**config.mk**
```make
export PLATFORM = sky130hd
export DESIGN_NAME = slow_idle_ctrl
export DESIGN_NICKNAME = d
export VERILOG_FILES = /design/src/rtl/idle_pkg.sv /design/src/rtl/idle_div_path.sv /design/src/rtl/idle_fsm.sv /design/src/rtl/slow_idle_ctrl.sv
export SDC_FILE = /design/constraint.sdc
export NUM_CORES = 1
export LEC_CHECK = 0
export ABC_AREA = 1
export BUFFER_PORTS_ARGS = -buffer_cell sky130_fd_sc_hd__buf_2
export CAP_MARGIN = 10
export CELL_PAD_IN_SITES_DETAIL_PLACEMENT = 1
export CELL_PAD_IN_SITES_GLOBAL_PLACEMENT = 2
export CORE_UTILIZATION = 31
export DETAILED_ROUTE_END_ITERATION = 6
export PLACE_DENSITY_LB_ADDON = 0.3
export SYNTH_ARGS = -nofsm -noshare
export SYNTH_HDL_FRONTEND = slang
export SYNTH_SLANG_ARGS = --single-unit
```
**constraint.sdc**
```tcl
create_clock -name clk -period 3.1 [get_ports clk]
set_input_delay 0.62 -clock clk [delete_from_list [all_inputs] [get_ports clk]]
set_output_delay 0.62 -clock clk [all_outputs]
set_load 0.05 [all_outputs]
```
**src/rtl/idle_pkg.sv**
```systemverilog
package idle_pkg;
  localparam int DIV_CODE_W = 2;

  typedef struct packed {
    logic load;   // capture divisor, restart counter
    logic clear;  // wake: counter back to zero
    logic count;  // advance divide counter
  } divCtl_t;
endpackage

```
**src/rtl/idle_div_path.sv**
```systemverilog
module idle_div_path
  import idle_pkg::*;
#(
  parameter int BASE_LOG2 = 4
) (
  input  logic                  clk,
  input  logic                  rstN,
  input  divCtl_t               ctl,
  input  logic [DIV_CODE_W-1:0] divCode,
  output logic                  tick
);
  localparam int MAX_LOG2 = BASE_LOG2 + (1 << DIV_CODE_W) - 1;
  localparam int CNT_W    = MAX_LOG2;

  logic [CNT_W-1:0]      cnt;
  logic [DIV_CODE_W-1:0] codeQ;
  logic [CNT_W:0]        span;
  logic [CNT_W:0]        limitFull;
  logic [CNT_W-1:0]      limit;

  always_comb begin
    span      = {{CNT_W{1'b0}}, 1'b1} << (BASE_LOG2 + int'(codeQ));
    limitFull = span - 1'b1;
    limit     = limitFull[CNT_W-1:0];
  end

  assign tick = (cnt == limit);

  always_ff @(posedge clk or negedge rstN) begin
    if (!rstN) begin
      cnt   <= '0;
      codeQ <= '0;
    end else if (ctl.load) begin
      cnt   <= '0;
      codeQ <= divCode;
    end else if (ctl.clear) begin
      cnt <= '0;
    end else if (ctl.count) begin
      cnt <= tick ? '0 : cnt + 1'b1;
    end
  end

  AST_CNT_BOUND: assert property (@(posedge clk) disable iff (!rstN)
    cnt <= limit);
  AST_DIV_HOLD: assert property (@(posedge clk) disable iff (!rstN)
    !ctl.load |=> $stable(codeQ));
endmodule

```
**src/rtl/idle_fsm.sv**
```systemverilog
module idle_fsm
  import idle_pkg::*;
(
  input  logic    clk,
  input  logic    rstN,
  input  logic    idleCmd,
  input  logic    slowReq,
  input  logic    irqPending,
  output divCtl_t ctl,
  output logic    slowActive,
  output logic    coreStall,
  output logic    wakeSvc
);
  logic idleQ, slowQ, wakeQ;
  logic enter, exitReq, bypass;

  assign enter   = idleCmd && !irqPending && !idleQ;
  assign bypass  = idleCmd && irqPending && !idleQ;
  assign exitReq = idleQ && irqPending;

  always_comb begin
    ctl.load  = enter;
    ctl.clear = exitReq;
    ctl.count = idleQ && slowQ && !irqPending;
  end

  always_ff @(posedge clk or negedge rstN) begin
    if (!rstN) begin
      idleQ <= 1'b0;
      slowQ <= 1'b0;
      wakeQ <= 1'b0;
    end else begin
      wakeQ <= exitReq || bypass;
      if (enter) begin
        idleQ <= 1'b1;
        slowQ <= slowReq;
      end else if (exitReq) begin
        idleQ <= 1'b0;
        slowQ <= 1'b0;
      end
    end
  end

  assign slowActive = idleQ && slowQ;
  assign coreStall  = idleQ;
  assign wakeSvc    = wakeQ;

  AST_ENTER_STALL: assert property (@(posedge clk) disable iff (!rstN)
    idleCmd && !irqPending && !coreStall |=> coreStall);
  AST_HOLD_STALL: assert property (@(posedge clk) disable iff (!rstN)
    coreStall && !irqPending |=> coreStall);
  AST_WAKE_EXIT: assert property (@(posedge clk) disable iff (!rstN)
    coreStall && irqPending |=> !coreStall && wakeSvc);
  AST_BYPASS: assert property (@(posedge clk) disable iff (!rstN)
    idleCmd && irqPending && !coreStall |=> !coreStall && wakeSvc);
  AST_WAKE_ONE: assert property (@(posedge clk) disable iff (!rstN)
    wakeSvc |=> !wakeSvc);
endmodule

```
**src/rtl/slow_idle_ctrl.sv**
```systemverilog
module slow_idle_ctrl
  import idle_pkg::*;
#(
  parameter int BASE_LOG2 = 4,
  parameter int NUM_CLK   = 4
) (
  input  logic                  clk,
  input  logic                  rstN,
  input  logic                  idleCmd,
  input  logic                  slowReq,
  input  logic [DIV_CODE_W-1:0] divCode,
  input  logic                  irqPending,
  output logic [NUM_CLK-1:0]    clkEn,
  output logic                  coreStall,
  output logic                  wakeSvc
);
  divCtl_t ctl;
  logic    slowActive;
  logic    tick;

  idle_fsm u_fsm (
    .clk(clk), .rstN(rstN), .idleCmd(idleCmd), .slowReq(slowReq),
    .irqPending(irqPending), .ctl(ctl), .slowActive(slowActive),
    .coreStall(coreStall), .wakeSvc(wakeSvc)
  );

  idle_div_path #(.BASE_LOG2(BASE_LOG2)) u_div (
    .clk(clk), .rstN(rstN), .ctl(ctl), .divCode(divCode), .tick(tick)
  );

  for (genvar g = 0; g < NUM_CLK; g++) begin : g_en
    assign clkEn[g] = !slowActive || tick;
  end

  AST_FULL_RATE: assert property (@(posedge clk) disable iff (!rstN)
    !coreStall |-> &clkEn);
  AST_UNIFORM: assert property (@(posedge clk) disable iff (!rstN)
    (clkEn == '0) || (&clkEn));
endmodule

```
==> results_dict.tcl <==
set metrics [dict create \
    run_status "finished, final reports clean" \
    cts_resized 0 \
    slowest_stage "dfrtp_1" \
    cts_sinks 12 \
    async_flop_share_pct 100 \
    drc 0 \
    dpl.cell_count 134 \
    first_pass_iters 4 \
    grt_pass1_vias 706 \
    r2r_end "u_div.cnt[3]$_DFFE_PN0P_" \
    drtIter0Drc 3 \
    drive_above_1_share_pct 19.8 \
    die_area_um2 2430 \
    critPathCaptureType "primary output" \
    regArea_um2 300 \
    holdWs_ns 0.211 \
    synth_area_um2 694 \
    finalWorstSetupSlack_ns 0.721 \
    path_common_cell "nand3_1" \
    final_util_pct 39.3 \
    synth_edf_count 0 \
    yosysWarnings 0 \
    stdcell_area_um2 802 \
    r2r_cells 6 \
    ys_types 16 \
    placed_area_um2 766 \
    clock.fmax_mhz 420 \
    rsz0062_at_grt "no" \
    n_antenna_cell 0 \
    io_buffers 12 \
    final_common_cell "nand2_1" \
    final_nets 120 \
    root_buffer "clkbuf_4" \
    p_int_uw 258 \
    p_total_uw 377 \
    period_needed_ns 2.38 \
    arrival_ns 1.76 \
    synth_nets 106 \
    ir_drop_mv 0.220 \
    grt_max_degree 13 \
    pin_count 13 \
    fill_cells 273 \
    hpwl_um 1290 \
    worst_slew_pin_slew_ns 0.292 \
    endpoint "clkEn[2]" \
    power.clock.fraction_pct 34.5 \
    netlist.area_leader.share_pct 43.2 \
    cts_tree "yes" \
    dp_slack_ns 1.03 \
    synth.area.top_cells "dfrtp_1 43%, nand2_1 18%, inv_1 8.1%" \
    coreArea_um2 2040 \
    fin_crit_sh_pct 76.7 \
    die_h_um 49.3 \
    cp_num_buf_inv 1 \
    cts_made_buffers 3 \
    hold_buffers 0 \
    antenna_found_initial 0 \
    cpPeakStageDelay_ns 0.40 \
    synth_top_flop_cell "dfrtp_1" \
    start_util_pct 34.0 \
    layout_common_cells "33 x nand2_1, 15 x inv_1, 12 x buf_2, 12 x dfrtp_1, 7 x a21oi_1" \
    clock_latency_ns 0.28 \
    multi_input_area_um2 308 \
    syn_avg_cell_area_um2 7.09 \
    cts.clk_slew.worst_paths_ns 0.09 \
    grt_pass1_wl_um 3040 \
    tns_ns 0 \
    relSlewSlack_pct 80.5 \
    share_seq_of_total_power_pct 47.1 \
    dieWidth_um 49.3 \
    critPathMaxFanout 5 \
    p_sw_share_pct 31.7 \
    power.static_leakage_nw 0.432 \
    gp_congestion 0.731 \
    viasPerCell 4.67 \
    wirelength_um 1630 \
    yosysTopAreaCell "dfrtp_1" \
    cts_buffer_depth 2 \
    worstPathCellList "ha_1, nand3_1, nor2_1, nand3_1, nand2_1, buf_2" \
    p_sw_uw 119 \
    critical_path_class "reg2out" \
    hold_class "in2async" \
    synthCells 98 \
    clock_skew_ns 0.00388 \
    h-tree-depth 1 \
    startpoint "u_div.cnt[0]$_DFFE_PN0P_" \
    area_growth_pct 15.5 \
    reg2reg_from "u_div.cnt[0]$_DFFE_PN0P_" \
    crit_family "simple AND/OR/NAND/NOR gates" \
    r2r_setup_slack_ns 1.67 \
    p_comb_share_pct 18.4 \
    wl_per_cell_um 11.8 \
    ys_ff_latch 12 \
    overflow 0 \
    grt_usage_pct 16.2 \
    drtAntennaViolNets 0 \
    vias 645 \
    crit_path_start_kind "flop" \
    finalMaxSlewViolations 0 \
    stdcell_count 138 \
    ys_seq_area_share_pct 43.2 \
    rows 16 \
    worstSetupPathDepth 6 \
    hold_viol 0 \
    post_cts_buffers 0 \
    setup_viol 0 \
    p_per_area_nw_per_um2 470 \
    worstPathRequired_ns 2.48 \
    max_cap_violations 0 \
]
==> layout make-up <==
class / count / area share, %
flip-flops and latches: 12 / 37.4
well taps: 27 / 4.21
clock buffers: 4 / 4.52
inverters: 17 / 7.96
repair buffers: 12 / 7.49
multi-input cells: 66 / 38.4
==> cells in the mapped netlist, types with 2 or more instances <==
library cell and count:
o21ai_0 5, nand2_1 33, nand3_1 6, inv_1 15, nand4_1 3, nor2_1 6, a21oi_1 7, dfrtp_1 12
buf_4 3, inv_2 2
==> power by group through the flow <==
| stage | Sequential, mW | Clock, mW | Combinational (mW) |
|---|---|---|---|
| global placement | 0.180 | 0 | 0.0707 |
| finish | 0.178 | 0.130 | 0.0693 |
| floorplan | 0.184 | 0 | 0.0463 |
| detailed placement | 0.181 | 0 | 0.0710 |
| global route | 0.180 | 0.139 | 0.0789 |
| CTS | 0.178 | 0.135 | 0.0712 |
==> layer usage <==
metal,up-vias,wire [um],GRT usage [%],part of all wire (%)
met3,2,36,1.87,2.2
met1,305,758,19.7,46
met5,-,0,0,0
li1,332,-,-,-
met4,0,12,5.88,0.73
met2,6,826,29.0,51
==> registers in the layout (all words and copies together), names as in the netlist <==
| signal | cells |
|---|---|
| u_div.codeQ | 2 |
| u_fsm.coreStall | 1 |
| u_fsm.slowQ | 1 |
| u_div.cnt | 7 |
| u_fsm.wakeSvc | 1 |
==> worst min-delay path by stage <==
stage	from	slack (ns)	endpoint
floorplan	rstN	0.32	u_div.cnt[0]$_DFFE_PN0P_
global placement	u_div.cnt[1]$_DFFE_PN0P_	0.50	u_div.cnt[1]$_DFFE_PN0P_
detailed placement	rstN	0.52	u_fsm.coreStall$_DFFE_PN0P_
CTS	rstN	0.21	u_div.cnt[1]$_DFFE_PN0P_
global route	rstN	0.23	u_div.cnt[0]$_DFFE_PN0P_
finish	rstN	0.21	u_div.cnt[0]$_DFFE_PN0P_
==> logic make-up (layout without fill, tap and decap cells) <==
kind of cell	count (synthesis)	in the layout	share of synthesized area [%]
AOI/OAI and AO/OA	14	14	11.4
and+or+nand+nor	51	51	31.2
buffers and inverters	20	33	12.4
DFF	12	12	43.2
adders and majority gates	1	1	1.80
Note: power is estimated with default switching activity, not from simulation.
